### config.mk
export PLATFORM = sky130hd
export DESIGN_NAME = pixout_fmt
export DESIGN_NICKNAME = d
export VERILOG_FILES = /design/src/rtl/pixout_pkg.sv /design/src/rtl/pixout_edge.sv /design/src/rtl/pixout_capture.sv /design/src/rtl/pixout_delay.sv /design/src/rtl/pixout_drive.sv /design/src/rtl/pixout_fmt.sv
export SDC_FILE = /design/constraint.sdc
export NUM_CORES = 1
export LEC_CHECK = 0
export CAP_MARGIN = 40
export CORE_UTILIZATION = 58
export DETAILED_ROUTE_END_ITERATION = 8
export MAX_ROUTING_LAYER = met4
export PLACE_DENSITY = 0.8
export SLEW_MARGIN = 20
export SYNTH_ARGS = -nofsm -noshare
export SYNTH_HDL_FRONTEND = slang
export SYNTH_HIERARCHICAL = 1
export SYNTH_SLANG_ARGS = --single-unit
### constraint.sdc
create_clock -name clk -period 2.3 [get_ports clk]
set_input_delay 0.345 -clock clk [delete_from_list [all_inputs] [get_ports clk]]
set_output_delay 0.345 -clock clk [all_outputs]
set_load 0.02 [all_outputs]
### src/rtl/pixout_pkg.sv
package pixout_pkg;

  typedef enum logic {
    CODE_BIN  = 1'b0,
    CODE_GRAY = 1'b1
  } code_e;

  typedef enum logic {
    OUT_LATCHED = 1'b0,
    OUT_BYPASS  = 1'b1
  } path_e;

  // A strobe is active when its level equals its polarity bit.
  function automatic logic is_active(input logic lvl, input logic pol);
    return lvl == pol;
  endfunction

endpackage

### src/rtl/pixout_edge.sv
module pixout_edge (
  input  logic clk,
  input  logic rst_n,
  input  logic lvl_i,
  input  logic pol_i,
  output logic tick_o
);
  import pixout_pkg::*;

  logic act;
  logic act_q;

  assign act = is_active(lvl_i, pol_i);

  always_ff @(posedge clk or negedge rst_n) begin
    if (!rst_n) act_q <= 1'b0;
    else        act_q <= act;
  end

  assign tick_o = act & ~act_q;
endmodule

### src/rtl/pixout_capture.sv
module pixout_capture #(
  parameter int DW  = 12,
  parameter int CLW = 8
) (
  input  logic          clk,
  input  logic          rst_n,
  input  logic          smp_tick_i,
  input  logic [DW-1:0] pix_i,
  input  logic          blank_i,
  input  logic          clamp_i,
  input  logic          blk_pol_i,
  input  logic          clp_pol_i,
  input  logic          blk_black_i,
  input  logic [CLW-1:0] clamp_lvl_i,
  output logic [DW-1:0] hold_o
);
  import pixout_pkg::*;

  logic          blk_act;
  logic          clp_act;
  logic          subst;
  logic [DW-1:0] lvl_ext;
  logic [DW-1:0] fill;
  logic [DW-1:0] hold_q;

  assign blk_act = is_active(blank_i, blk_pol_i);
  assign clp_act = is_active(clamp_i, clp_pol_i);
  assign subst   = blk_act & ~clp_act;   // clamp overrides blanking

  generate
    if (DW > CLW) begin : g_widen
      assign lvl_ext = {{(DW-CLW){1'b0}}, clamp_lvl_i};
    end else begin : g_narrow
      assign lvl_ext = clamp_lvl_i[DW-1:0];
    end
  endgenerate

  assign fill = blk_black_i ? lvl_ext : '0;

  always_ff @(posedge clk or negedge rst_n) begin
    if (!rst_n)          hold_q <= '0;
    else if (smp_tick_i) hold_q <= subst ? fill : pix_i;
  end

  assign hold_o = hold_q;
endmodule

### src/rtl/pixout_delay.sv
module pixout_delay #(
  parameter int DW   = 12,
  parameter int NSTG = 8
) (
  input  logic          clk,
  input  logic          rst_n,
  input  logic          adv_i,
  input  logic [DW-1:0] din_i,
  output logic [DW-1:0] head_o,
  output logic [DW-1:0] tail_o
);
  genvar i;
  generate
    for (i = 0; i < NSTG; i++) begin : g_stg
      logic [DW-1:0] q;
      if (i == 0) begin : g_first
        always_ff @(posedge clk or negedge rst_n) begin
          if (!rst_n)     q <= '0;
          else if (adv_i) q <= din_i;
        end
      end else begin : g_next
        always_ff @(posedge clk or negedge rst_n) begin
          if (!rst_n)     q <= '0;
          else if (adv_i) q <= g_stg[i-1].q;
        end
      end
    end
  endgenerate

  assign head_o = g_stg[0].q;
  assign tail_o = g_stg[NSTG-1].q;
endmodule

### src/rtl/pixout_drive.sv
module pixout_drive #(
  parameter int DW = 12
) (
  input  logic          clk,
  input  logic          rst_n,
  input  logic          adv_i,
  input  logic [DW-1:0] word_i,
  input  logic          gray_i,
  input  logic          transp_i,
  input  logic          float_i,
  output logic [DW-1:0] out_q_o,
  output logic [DW-1:0] data_o,
  output logic          data_oe_o
);
  import pixout_pkg::*;

  logic [DW-1:0] gray_w;
  logic [DW-1:0] coded;
  logic [DW-1:0] out_q;

  genvar b;
  generate
    for (b = 0; b < DW; b++) begin : g_bit
      if (b == DW-1) begin : g_msb
        assign gray_w[b] = word_i[b];
      end else begin : g_low
        assign gray_w[b] = word_i[b] ^ word_i[b+1];
      end
    end
  endgenerate

  assign coded = (gray_i == CODE_GRAY) ? gray_w : word_i;

  always_ff @(posedge clk or negedge rst_n) begin
    if (!rst_n)     out_q <= '0;
    else if (adv_i) out_q <= coded;
  end

  assign out_q_o   = out_q;
  assign data_o    = (transp_i == OUT_BYPASS) ? coded : out_q;
  assign data_oe_o = ~float_i;
endmodule

### src/rtl/pixout_fmt.sv
module pixout_fmt #(
  parameter int DW  = 12,
  parameter int CLW = 8,
  parameter int LAT = 9
) (
  input  logic           clk,
  input  logic           rst_n,
  input  logic           smp_clk_i,
  input  logic           dat_clk_i,
  input  logic [DW-1:0]  pix_i,
  input  logic           blank_i,
  input  logic           clamp_i,
  input  logic           smp_pol_i,
  input  logic           dck_pol_i,
  input  logic           blk_pol_i,
  input  logic           clp_pol_i,
  input  logic           blk_black_i,
  input  logic           gray_i,
  input  logic           transp_i,
  input  logic           float_i,
  input  logic [CLW-1:0] clamp_lvl_i,
  output logic [DW-1:0]  data_o,
  output logic           data_oe_o
);
  // Stages ahead of the output register; the register supplies the last one.
  localparam int NSTG = LAT - 1;

  logic          smp_tick;
  logic          dat_tick;
  logic [DW-1:0] hold_q;
  logic [DW-1:0] stage0;
  logic [DW-1:0] tail;
  logic [DW-1:0] out_q;

  pixout_edge u_smp_edge (
    .clk    (clk),
    .rst_n  (rst_n),
    .lvl_i  (smp_clk_i),
    .pol_i  (smp_pol_i),
    .tick_o (smp_tick)
  );

  pixout_edge u_dck_edge (
    .clk    (clk),
    .rst_n  (rst_n),
    .lvl_i  (dat_clk_i),
    .pol_i  (dck_pol_i),
    .tick_o (dat_tick)
  );

  pixout_capture #(.DW(DW), .CLW(CLW)) u_cap (
    .clk         (clk),
    .rst_n       (rst_n),
    .smp_tick_i  (smp_tick),
    .pix_i       (pix_i),
    .blank_i     (blank_i),
    .clamp_i     (clamp_i),
    .blk_pol_i   (blk_pol_i),
    .clp_pol_i   (clp_pol_i),
    .blk_black_i (blk_black_i),
    .clamp_lvl_i (clamp_lvl_i),
    .hold_o      (hold_q)
  );

  pixout_delay #(.DW(DW), .NSTG(NSTG)) u_dly (
    .clk    (clk),
    .rst_n  (rst_n),
    .adv_i  (dat_tick),
    .din_i  (hold_q),
    .head_o (stage0),
    .tail_o (tail)
  );

  pixout_drive #(.DW(DW)) u_drv (
    .clk       (clk),
    .rst_n     (rst_n),
    .adv_i     (dat_tick),
    .word_i    (tail),
    .gray_i    (gray_i),
    .transp_i  (transp_i),
    .float_i   (float_i),
    .out_q_o   (out_q),
    .data_o    (data_o),
    .data_oe_o (data_oe_o)
  );
endmodule

==> summary.md, run 1 <==
| Metric | Value |
|---|---|
| Outcome | `finished, final reports clean` |
| Critical path type | `input port to output pin` |
| Post-Syn Area | `5220 µm²` |
| Final setup vio count | `0` |
| Die Y | `96.8 µm` |
| Worst setup EP type | `output pin` |
| Share of cells above drive strength 1 | `approximately 33%` |
| I/O Pins | `47` |
| Fin. max-slew vios | `0` |
| VDD IR max | `0.000722 V` |
| Post-synthesis sequential area ratio | `between 50% and 60%` |
| Iteration-0 DRC count of the detailed router | `144` |
| Fraction of registers with async set/reset | `100%` |
| Post-synth top area cell | `dfrtp_1` |
| Core area | `8720 µm²` |
| Net switching power figure | `2.22 mW` |
| Clock-pin slew on the worst setup and hold paths | `0.05 ns` |
| Clock root buffer master | `clkbuf_8` |
| Hold crit path type | `input port to asynchronous set/reset pin` |
| Max_slew headroom | `between 60 and 70%` |
| Reg2reg setup slack | `between 0.8 and 0.9 ns` |
| Ranking of synthesized cells by instance count | `122 x dfrtp_1, 58 x mux2_2, 40 x mux2_4` |
| Flops & latches, synth | `between 100 and 150` |
| RSZ-0062 raised after global routing | `no` |
| Warning count from the yosys run | `6` |
| Synth Area in Compound Gates | `6.96%` |
| Via density | `5.55` |
| Post-route insts no fill | `534` |
| Syn_area_per_cell | `14.5 µm²` |
| Post-synthesis mux area share | `approximately 24%` |
| Fraction of the mapped netlist area in adder cells | `0%` |
| Starting Density | `59.8%` |
| Pint | `approximately 6.2 mW` |
| Register area | `3050 µm²` |
| Main area contributors after synthesis | `dfrtp_1 59%, mux2_2 13%, mux2_4 12%` |
| R2R Path End | `u_dly/g_stg[5].q[10]` |
| Average wire per standard cell | `15.3 µm` |
| Slew @ Worst Pin | `0.593 ns` |
| Critical path startpoint category | `input port` |
| Top_reg_cell synth | `dfrtp_1` |
| Worst hold slack | `0.293 ns` |
| Drt pass-1 iters | `4` |
| Die area | `9370 µm²` |
| Die extent in x | `96.8 µm` |
| Maximum buffer depth of the clock tree | `2` |
| Row cnt | `34` |
| Area grow syn2layout | `21.7%` |
| Nets | `449` |
| Post-Synthesis Cells | `360` |
| Clock Skew | `between 0.005 and 0.006 ns` |
| Most frequent cell after synthesis | `dfrtp_1` |
| Routed Antenna Nets | `0` |
| DRC | `0` |
| Gate power share | `25.3%` |
| Final worst path period need | `2.19 ns` |
| Top-area cell type share of the netlist area | `58.5%` |
| Global route overflow | `0` |
| WP data arrival | `1.85 ns` |
| CP max FO | `7` |
| IO Port Bufs | `46` |
| GR Util All Layers | `20.0%` |
| Footprint of the multi-input gates | `1960 µm²` |
| Final period util | `a little over nine tenths` |
| Crit path required time | `1.96 ns` |
| First-pass GRT wire length | `14300 µm` |
| CTS sink cnt | `around 120` |
| Worst skew pair latency | `0.50 ns` |
| Vias | `~3000` |
| Number of synthesized flops with an enable pin | `0` |
| Max Cap Viol | `0` |
| Fmax | `456 MHz` |
| Vias in the first global route | `3001` |
| Dpl hpwl | `5060 µm` |
| Synth Net Count | `394` |
| Initial antenna violation count | `0` |
| Leak | `2.81 nW` |
| Part of the power in registers | `44.5%` |
| CTS H-tree depth | `4` |
| Drt total wl | `8150 µm` |
| Clock share of power | `a little under a third` |
| Switch share | `a little over a quarter` |
| Worst reg2reg startpoint | `u_dck_edge/act_q` |
| Setup Buffers After CTS | `0` |
| Simple-gate area share of the yosys netlist | `about 5.4%` |
| Placed cell areas | `5770 µm²` |
| Pwr dens | `roughly 1300 nW/µm²` |
| CTS buffer count | `17` |
| TritonCTS clock tree | `built` |
| Placed Instances | `roughly 500` |
| Largest family of logic cells by synthesized area | `multiplexers` |
| Post-Synth XOR/XNOR Area | `1.15%` |
| Ant diodes | `0` |
| Filler Cell Count | `584` |
| Worst R2R Path Depth | `3` |
| Fin area | `6350 µm²` |
| Library cells used by synthesis | `23` |
| Final Hold Vio Count | `0` |
| GP Congestion | `0.712` |
| Largest net degree at the start of global routing | `56` |
cells in the final DEF (no fill, tap or decap), types with 4 or more instances in the layout:
master / n
nand2_1: 4
nand4_1: 8
a31oi_1: 30
buf_4: 4
dlygate4sd2_1: 8
inv_1: 5
clkinv_2: 5
clkdlybuf4s50_1: 34
clkbuf_16: 16
o22ai_1: 4
nor2_1: 31
dfrtp_1: 122
nand3b_1: 11
o21ai_0: 8
mux2_4: 40
xnor2_1: 4
a21bo_1: 9
buf_12: 6
mux2_2: 58
worst max-delay path by stage:
| stage | endpoint | from |
|---|---|---|
| after detailed placement | data_o[0] | gray_i |
| after CTS | data_o[10] | u_dly/tail_o[11] |
| after global placement | data_o[9] | gray_i |
| after floorplan | u_dly/g_stg[1].q[10] | dck_pol_i |
| final | data_o[11] | transp_i |
| after global routing | data_o[11] | transp_i |
sequential cells by signal, summed over array words and instances (netlist names):
name / cells
u_smp_edge/act_q: 1
u_dly/head_o: 12
u_dly/g_stg.q: 72
u_drv/out_q_o: 12
u_dck_edge/act_q: 1
u_dly/tail_o: 12
u_cap/hold_o: 12
critical path: stages:
cell	delay, ns
clkdlybuf4s50_1	0.49
buf_4	0.15
mux2_2	0.33
clkdlybuf4s50_1	0.53
per-stage QoR:
step / power [mW] / utilization [%] / setup WS [ns] / TNS [ns]
finish: 8.40 / 72.8 / 0.107 / 0
detailed placement: 5.91 / 66.1 / -0.0210 / -0.0301
global route: 8.87 / 72.8 / 0.0600 / 0
floorplan: 5.27 / - / 0.783 / 0
CTS: 8.50 / 72.7 / 0.00985 / 0
global placement: 5.74 / 66.1 / -0.00271 / -0.00271
routing by layer:
| metal | vias to the layer above | part of all wire, % | track usage [%] |
|---|---|---|---|
| met4 | 0 | 1.9 | 8.04 |
| met2 | 65 | 52 | 32.2 |
| met1 | 1472 | 43 | 23.4 |
| met5 | - | 0 | - |
| li1 | 1411 | - | - |
| met3 | 18 | 3.8 | 6.50 |
power by group through the flow:
stage / Sequential (mW) / Combinational (mW) / Clock (mW)
detailed placement: 3.75 / 2.16 / 0
finish: 3.74 / 2.13 / 2.53
global route: 3.88 / 2.29 / 2.70
floorplan: 3.54 / 1.73 / 0
global placement: 3.68 / 2.06 / 0
CTS: 3.75 / 2.15 / 2.59
cell families (layout without fill, tap and decap cells):
logic type,Yosys count,after routing
buffers and inverters,25,91
AND/OR/NAND/NOR,56,56
flip-flops,122,122
multiplexers,98,98
XOR/XNOR,6,6
AO/OA/AOI/OAI,53,53
timing repair:
item	CTS	global route
setup endpoints to repair	8	3
gates resized for setup	8	3
hold buffers	1	0
endpoints found under the hold margin	22	0
cloned	0	0
final cells by class:
| type | instances | area share, % |
|---|---|---|
| timing repair buffer | 56 | 9.58 |
| clock buffer | 21 | 7.08 |
| inverter | 5 | 0.296 |
| sequential | 122 | 48.1 |
| tap | 108 | 2.13 |
| clock inverter | 9 | 1.93 |
| multi-input combinational | 213 | 30.9 |
Note: power is estimated with default switching activity, not from simulation.
==> run 2: changes to the inputs <==
--- a/config.mk
+++ b/config.mk
@@ -6,10 +6,12 @@
 export NUM_CORES = 1
 export LEC_CHECK = 0
 export CAP_MARGIN = 40
-export CORE_UTILIZATION = 58
+export CELL_PAD_IN_SITES_DETAIL_PLACEMENT = 2
+export CELL_PAD_IN_SITES_GLOBAL_PLACEMENT = 2
+export CORE_UTILIZATION = 37
 export DETAILED_ROUTE_END_ITERATION = 8
 export MAX_ROUTING_LAYER = met4
-export PLACE_DENSITY = 0.8
+export PLACE_DENSITY = 0.75
 export SLEW_MARGIN = 20
 export SYNTH_ARGS = -nofsm -noshare
 export SYNTH_HDL_FRONTEND = slang
==> constraint.sdc (replaced) <==
create_clock -name clk -period 1.97 [get_ports clk]
set_input_delay 0.2955 -clock clk [delete_from_list [all_inputs] [get_ports clk]]
set_output_delay 0.2955 -clock clk [all_outputs]
set_load 0.02 [all_outputs]
==> run 2 against run 1 <==
Clock skew up 0.0042 ns. Worst hold slack better by 0.077 ns. Via count up 3.4%. Utilization down 26 points. Register-to-register slack worse by 0.38 ns. Final area up 1.1%. Sequential share of layout area down 0.52 points. Total power up 15%. Critical path type unchanged. Critical endpoint is now data_o[9].
==> summary.md, run 2 (synthesized netlist as in run 1, its figures left out) <==
| Metric | Value |
|---|---|
| Outcome | `finished, final reports clean` |
| Met3 usage | `4.76% (-1.7 points)` |
| Area grow syn2layout | `23.1%` |
| Clock-pin slew on the worst setup and hold paths | `0.05 ns (about the same)` |
| Worst R2R Path Depth | `3 (unchanged)` |
| CTS H-tree depth | `4 (unchanged)` |
| Max_slew headroom | `73.8% (+14 points)` |
| CP top delay family | `buffers and inverters` |
| Crit-path cells | `clkdlybuf4s50_1, buf_12, a21bo_2, a31oi_1, clkdlybuf4s15_1` |
| Final period util | `a little over nine tenths` |
| Final setup vio count | `0 (unchanged)` |
| Pwr dens | `1510 nW/µm² (+14%)` |
| Iteration-0 DRC count of the detailed router | `102 (-29%)` |
| Dpl hpwl | `7040 µm (+39%)` |
| Ant diodes | `0 (unchanged)` |
| Gr busiest metal | `met2` |
| RSZ-0062 raised after global routing | `no` |
| Part of the power in registers | `46.2% (+1.7 points)` |
| Die extent in x | `121 µm (+25%)` |
| Pint | `6.87 mW (+11%)` |
| CTS buffer count | `17 (unchanged)` |
| Die area | `14600 µm² (+55%)` |
| Hold crit path type | `input port to asynchronous set/reset pin` |
| Drt pass-1 iters | `4 (unchanged)` |
| WP buf/inv | `3 (unchanged)` |
| Final worst path period need | `between 1.5 and 2 ns` |
| CTS sink cnt | `122 (unchanged)` |
| GP Congestion | `0.697 (-2.2%)` |
| Critical Path Slowest Stage Cell | `clkdlybuf4s50_1` |
| CP max FO | `22 (+15)` |
| Cell count along the critical path | `5 (+1)` |
| Leak | `2.79 nW (-0.65%)` |
| Average wire per standard cell | `18.0 µm (+18%)` |
| Critical path startpoint category | `input port` |
| Net switching power figure | `2.82 mW (+27%)` |
| Die Y | `121 µm (+25%)` |
| Switch share | `29.1% (+2.7 points)` |
| TritonCTS clock tree | `built` |
| Fin area | `6420 µm² (+1.1%)` |
| Top reg by flops | `u_dly/g_stg.q` |
| Largest net degree at the start of global routing | `50 (-11%)` |
| Drt total wl | `11000 µm (+35%)` |
| Total power | `9.69 mW (+15%)` |
| Slew @ Worst Pin | `0.394 ns (-0.200 ns)` |
| Fin. max-slew vios | `0 (unchanged)` |
| Largest register FFs | `72 (unchanged)` |
| First-pass GRT wire length | `18700 µm (+31%)` |
| Max Cap Viol | `0 (unchanged)` |
| Share of cells above drive strength 1 | `35.0% (+1.9 points)` |
| Via density | `5.00 (-10%)` |
| Crit path required time | `1.67 ns (-0.29 ns)` |
| GR Util All Layers | `17.4% (-2.6 points)` |
| Row cnt | `43 (+26%)` |
| Starting Density | `37.7% (-22 points)` |
| I/O Pins | `47 (unchanged)` |
| Core area | `13800 µm² (+59%)` |
| Gate power share | `26.5% (+1.2 points)` |
| Worst hold slack | `0.370 ns (+0.0773 ns)` |
| Clock share of power | `27.3% (-2.8 points)` |
| Initial antenna violation count | `0 (unchanged)` |
| Routed Antenna Nets | `0 (unchanged)` |
| Clock Skew | `0.00923 ns (+0.00420 ns)` |
| Worst setup EP type | `output pin` |
| Most frequent cells in the layout | `121 x dfrtp_1, 58 x mux2_2, 40 x mux2_4` |
| WP data arrival | `1.62 ns (-0.23 ns)` |
| Placed cell areas | `5910 µm² (+2.6%)` |
| Clock root buffer master | `clkbuf_16` |
| Commonest non-fill, non-tap cell in the layout | `dfrtp_1` |
| Fmax | `roughly 520 MHz` |
| Worst skew pair latency | `0.41 ns (-0.09 ns)` |
| VDD IR max | `0.000659 V (-8.7%)` |
| Vias | `3068 (+3.4%)` |
| Global route overflow | `0 (unchanged)` |
| Grt met2 use | `30.5% (-1.7 points)` |
| Vias in the first global route | `3554 (+18%)` |
| Critical path type | `input port to output pin` |
| Maximum buffer depth of the clock tree | `2 (unchanged)` |
| Final Hold Vio Count | `0 (unchanged)` |
| DRC | `0 (unchanged)` |
| Met1 usage | `19.1% (-4.2 points)` |
| Nets | `455 (+1.3%)` |
| IO Port Bufs | `46 (unchanged)` |
| Max incr delay on CP | `0.45 ns (-0.08 ns)` |
-- run 2: cell count changes in the layout (fill, tap and decap cells not counted), moves of 2 or more --
cell             delta
clkbuf_1            +2
clkbuf_8            -2
clkbuf_2            +2
dlymetal6s2s_1      -3
buf_4               +5
clkdlybuf4s15_1     +4
clkinv_2            +4
bufinv_16           -3
dlygate4sd2_1       -3
-- run 2: power by group through the flow --
stage / Clock, mW / Sequential (mW) / Combinational [mW]
3_3_place_gp: 0 / 4.34 / 2.45
2_1_floorplan: 0 / 4.13 / 2.02
3_5_place_dp: 0 / 4.48 / 2.63
5_1_grt: 2.83 / 4.64 / 2.80
4_1_cts: 2.72 / 4.52 / 2.61
6_report: 2.64 / 4.48 / 2.57
-- run 2: per-stage QoR --
step	setup TNS, ns	instances	setup WS, ns	util, %
global route	0	614	0.00304	46.4
CTS	0	614	0.0112	46.4
floorplan	0	360	0.502	-
global placement	-2.58	581	-0.245	42.8
detailed placement	-5.70	581	-0.302	42.8
finish	0	614	0.0576	46.4
-- run 2: area by class of cell --
type / count / area [µm²]
clock inverters: 10 / 52.6
multi-input cells: 213 / 1970
clock buffers: 22 / 454
well taps: 180 / 225
repair buffers: 62 / 647
flip-flops and latches: 122 / 3050
inverters: 5 / 18.8
fillers: 1320 / 7410
-- run 2: worst paths after layout --
kind,start,endpoint,slack (ns)
setup / recovery,gray_i,data_o[9],0.06
hold / removal,rst_n,u_dly/g_stg[6].q[1],0.37
setup reg to reg,u_dck_edge/act_q,u_dly/g_stg[2].q[6],0.50
hold reg to reg,u_dly/g_stg[1].q[11],u_dly/g_stg[1].q[11],0.51
max in group asynchronous,rst_n,u_dly/g_stg[2].q[10],0.92
min in group clk,pix_i[8],u_cap/hold_o[8],0.45
-- run 2: worst register-to-register path: cells and delay by family, from the launching register on --
kind	cells	cell delay, ns
buf+inv	1	0.27
simple gates	1	0.34
mux	1	0.38
flops	1	0.35
-- run 2: what timing repair did --
item                                   4_1_cts  5_1_grt
endpoints found under the hold margin       22        0
gates cloned                                 0        0
setup endpoints to repair                   12        8
pin swaps                                    0        1
gates resized for setup                     15       13
buffers inserted                             0        0
hold buffers                                 1        0
-- run 2: layer usage --
| layer | up-vias | wire length, µm |
|---|---|---|
| met5 | - | 0 |
| met4 | 0 | 117 |
| met3 | 11 | 318 |
| met2 | 61 | 6040 |
| met1 | 1584 | 4540 |
| li1 | 1412 | - |
==> run 3: changes to the inputs <==
--- a/config.mk
+++ b/config.mk
@@ -8,10 +8,11 @@
 export CAP_MARGIN = 40
 export CELL_PAD_IN_SITES_DETAIL_PLACEMENT = 2
 export CELL_PAD_IN_SITES_GLOBAL_PLACEMENT = 2
-export CORE_UTILIZATION = 37
+export CORE_UTILIZATION = 41
 export DETAILED_ROUTE_END_ITERATION = 8
+export HOLD_SLACK_MARGIN = 0.15
 export MAX_ROUTING_LAYER = met4
-export PLACE_DENSITY = 0.75
+export PLACE_DENSITY = 0.79
 export SLEW_MARGIN = 20
 export SYNTH_ARGS = -nofsm -noshare
 export SYNTH_HDL_FRONTEND = slang
==> constraint.sdc (replaced) <==
create_clock -name clk -period 2.13 [get_ports clk]
set_input_delay 0.3195 -clock clk [delete_from_list [all_inputs] [get_ports clk]]
set_output_delay 0.3195 -clock clk [all_outputs]
set_load 0.02 [all_outputs]
==> run 3 against run 2 <==
Clock power is 4% lower. First-iteration DRC count fell by 3.9%. Sequential power fell by 7.1%. Worst setup slack better by 0.038 ns. Final area is 0.39% lower. Register-to-register slack better by 0.13 ns. Global-route usage up 3.0 points. Clock-buffer cell count rose by 3. Utilization rose by 5.9 points. Worst hold slack better by 0.061 ns. Critical endpoint is now data_o[2]. Highest routed layer unchanged.
==> summary.md, run 3 (synthesized netlist as in run 1, its figures left out) <==
| Metric | Value |
|---|---|
| Outcome | `finished, final reports clean` |
| CTS H-tree depth | `4 (unchanged)` |
| Dpl hpwl | `7050 µm (+0.11%)` |
| Placed cell areas | `5880 µm² (-0.63%)` |
| Die area | `13200 µm² (-9.6%)` |
| Nets | `452 (-0.66%)` |
| Part of the power in registers | `45.8% (-0.4 points)` |
| Via density | `5.17 (+3.4%)` |
| First-pass GRT wire length | `19300 µm (+3.1%)` |
| Hold crit path type | `input port to asynchronous set/reset pin` |
| Share of cells above drive strength 1 | `33.0% (-2.0 points)` |
| Final Hold Vio Count | `0 (unchanged)` |
| VDD IR max | `0.000602 V (-8.7%)` |
| Footprint of the multi-input gates | `1960 µm² (-0.32%)` |
| Ant diodes | `0 (unchanged)` |
| Max_slew headroom | `63.5% (-10 points)` |
| Gate power share | `26.2% (-0.3 points)` |
| RSZ-0062 raised after global routing | `no` |
| Die Y | `115 µm (-4.9%)` |
| Fin area | `6390 µm² (-0.39%)` |
| IO Port Bufs | `46 (unchanged)` |
| Clock-pin slew on the worst setup and hold paths | `0.05 ns (about the same)` |
| Leak | `2.79 nW (-0.15%)` |
| Largest net degree at the start of global routing | `51 (+2.0%)` |
| Max Cap Viol | `0 (unchanged)` |
| Most frequent cells in the layout | `122 x dfrtp_1, 58 x mux2_2, 40 x mux2_4` |
| Core Util, Final | `52.3% (+5.9 points)` |
| Filler Cell Count | `1167 (-12%)` |
| Post-route setup slack | `0.0954 ns (+0.0379 ns)` |
| GR Util All Layers | `20.4% (+3.0 points)` |
| R2R Path End | `u_dly/g_stg[5].q[10]` |
| Post-route insts no fill | `595 (-3.1%)` |
| Final worst path period need | `2.03 ns` |
| Place WS | `-0.196 ns (+0.106 ns)` |
| Critical path startpoint category | `input port` |
| Drt total wl | `11300 µm (+2.7%)` |
| Area grow syn2layout | `22.6%` |
| Starting Density | `42.7% (+5.0 points)` |
| Final period util | `around 96%` |
| Slew @ Worst Pin | `0.546 ns (+0.152 ns)` |
| Worst R2R Path Depth | `3 (unchanged)` |
| Register area | `3050 µm² (about the same)` |
| WP data arrival | `1.72 ns (+0.10 ns)` |
| Placed Instances | `566 (-2.6%)` |
| Crit path required time | `1.81 ns (+0.14 ns)` |
| Vias | `3075 (+0.23%)` |
| I/O Pins | `47 (unchanged)` |
| Switch share | `28.9% (-0.12 points)` |
| GP Congestion | `0.657 (-5.7%)` |
| Worst skew pair latency | `0.41 ns (about the same)` |
| Average wire per standard cell | `19.0 µm (+6.0%)` |
| Clock Skew | `0.00566 ns (-0.00357 ns)` |
| Setup Buffers After CTS | `0 (unchanged)` |
| Drt pass-1 iters | `4 (unchanged)` |
| Clock share of power | `28.0% (+0.7 points)` |
| Vias in the first global route | `3543 (-0.31%)` |
| Row cnt | `40 (-7.0%)` |
| Maximum buffer depth of the clock tree | `2 (unchanged)` |
| CTS sink cnt | `122 (unchanged)` |
| Reg2reg setup slack | `0.63 ns (+0.13 ns)` |
| TritonCTS clock tree | `built` |
| Worst reg2reg startpoint | `u_dck_edge/act_q` |
| Core area | `12200 µm² (-12%)` |
| Global route overflow | `0 (unchanged)` |
| CTS buffer count | `17 (unchanged)` |
| Pint | `6.46 mW (-6.0%)` |
| Die extent in x | `115 µm (-4.9%)` |
| Initial antenna violation count | `0 (unchanged)` |
| Critical path type | `input port to output pin` |
| Total power | `9.09 mW (-6.2%)` |
| Top reg by flops | `u_dly/g_stg.q` |
| Iteration-0 DRC count of the detailed router | `98 (-3.9%)` |
| Final setup vio count | `0 (unchanged)` |
| Routed Antenna Nets | `0 (unchanged)` |
| Worst hold slack | `0.431 ns (+0.0612 ns)` |
| CP max FO | `22 (unchanged)` |
| Setup TNS | `0 ns (unchanged)` |
| Largest register FFs | `72 (unchanged)` |
| Fmax | `approximately 490 MHz` |
| Pwr dens | `1420 nW/µm² (-5.8%)` |
| Net switching power figure | `2.63 mW (-6.5%)` |
| Commonest non-fill, non-tap cell in the layout | `dfrtp_1` |
| Fin. max-slew vios | `0 (unchanged)` |
| Clock root buffer master | `clkbuf_16` |
| Worst setup EP type | `output pin` |
| DRC | `0 (unchanged)` |
[run 3: changes by cell type in the layout (fill, tap and decap cells not counted), moves of 2 or more]
cell / change
dlygate4sd2_1: +7
clkinv_2: -6
clkbuf_8: +4
clkdlybuf4s15_1: -4
buf_4: -3
clkbuf_2: -2
[run 3: critical path: stages]
cell             delay, ns
clkdlybuf4s50_1       0.51
buf_12                0.17
nand3b_1              0.12
a31oi_1               0.23
dlygate4sd2_1         0.36
[run 3: how the worst max path moves through the flow]
stage | from | end | slack (ns) | depth (start not counted)
after floorplan | dck_pol_i | u_dly/g_stg[1].q[10] | 0.64 | 6
after detailed placement | gray_i | data_o[8] | -0.20 | 5
after global placement | gray_i | data_o[0] | -0.14 | 5
after CTS | gray_i | data_o[8] | 0.09 | 5
after global routing | gray_i | data_o[2] | 0.04 | 5
final | gray_i | data_o[2] | 0.1 | 5
[run 3: area by class of cell]
type                    count  area share [%]
flip-flops and latches    122            47.8
repair buffers             59            9.86
clock buffers              25            7.91
multi-input cells         213            30.7
well taps                 168            3.29
inverters                   5           0.294
clock inverters             3           0.235
[run 3: repair_timing]
item	4_1_cts	5_1_grt
resized for setup	12	0
hold buffers	1	0
endpoints found under the hold margin	29	0
endpoints found under the setup margin	12	0
[run 3: power groups by stage]
stage	clock [mW]	sequential, mW	combinational (mW)
final	2.54	4.16	2.39
after CTS	2.61	4.20	2.44
after global placement	0	3.99	2.25
after global routing	2.69	4.31	2.59
after detailed placement	0	4.15	2.43
after floorplan	0	3.82	1.87
[run 3: metal layers]
| layer | GRT usage, % | part of all wire [%] | up-vias |
|---|---|---|---|
| met5 | - | 0 | - |
| met4 | 7.62 | 1.1 | 0 |
| met3 | 4.80 | 2.6 | 13 |
| met2 | 36.2 | 55 | 57 |
| met1 | 22.2 | 42 | 1597 |
| li1 | - | - | 1408 |
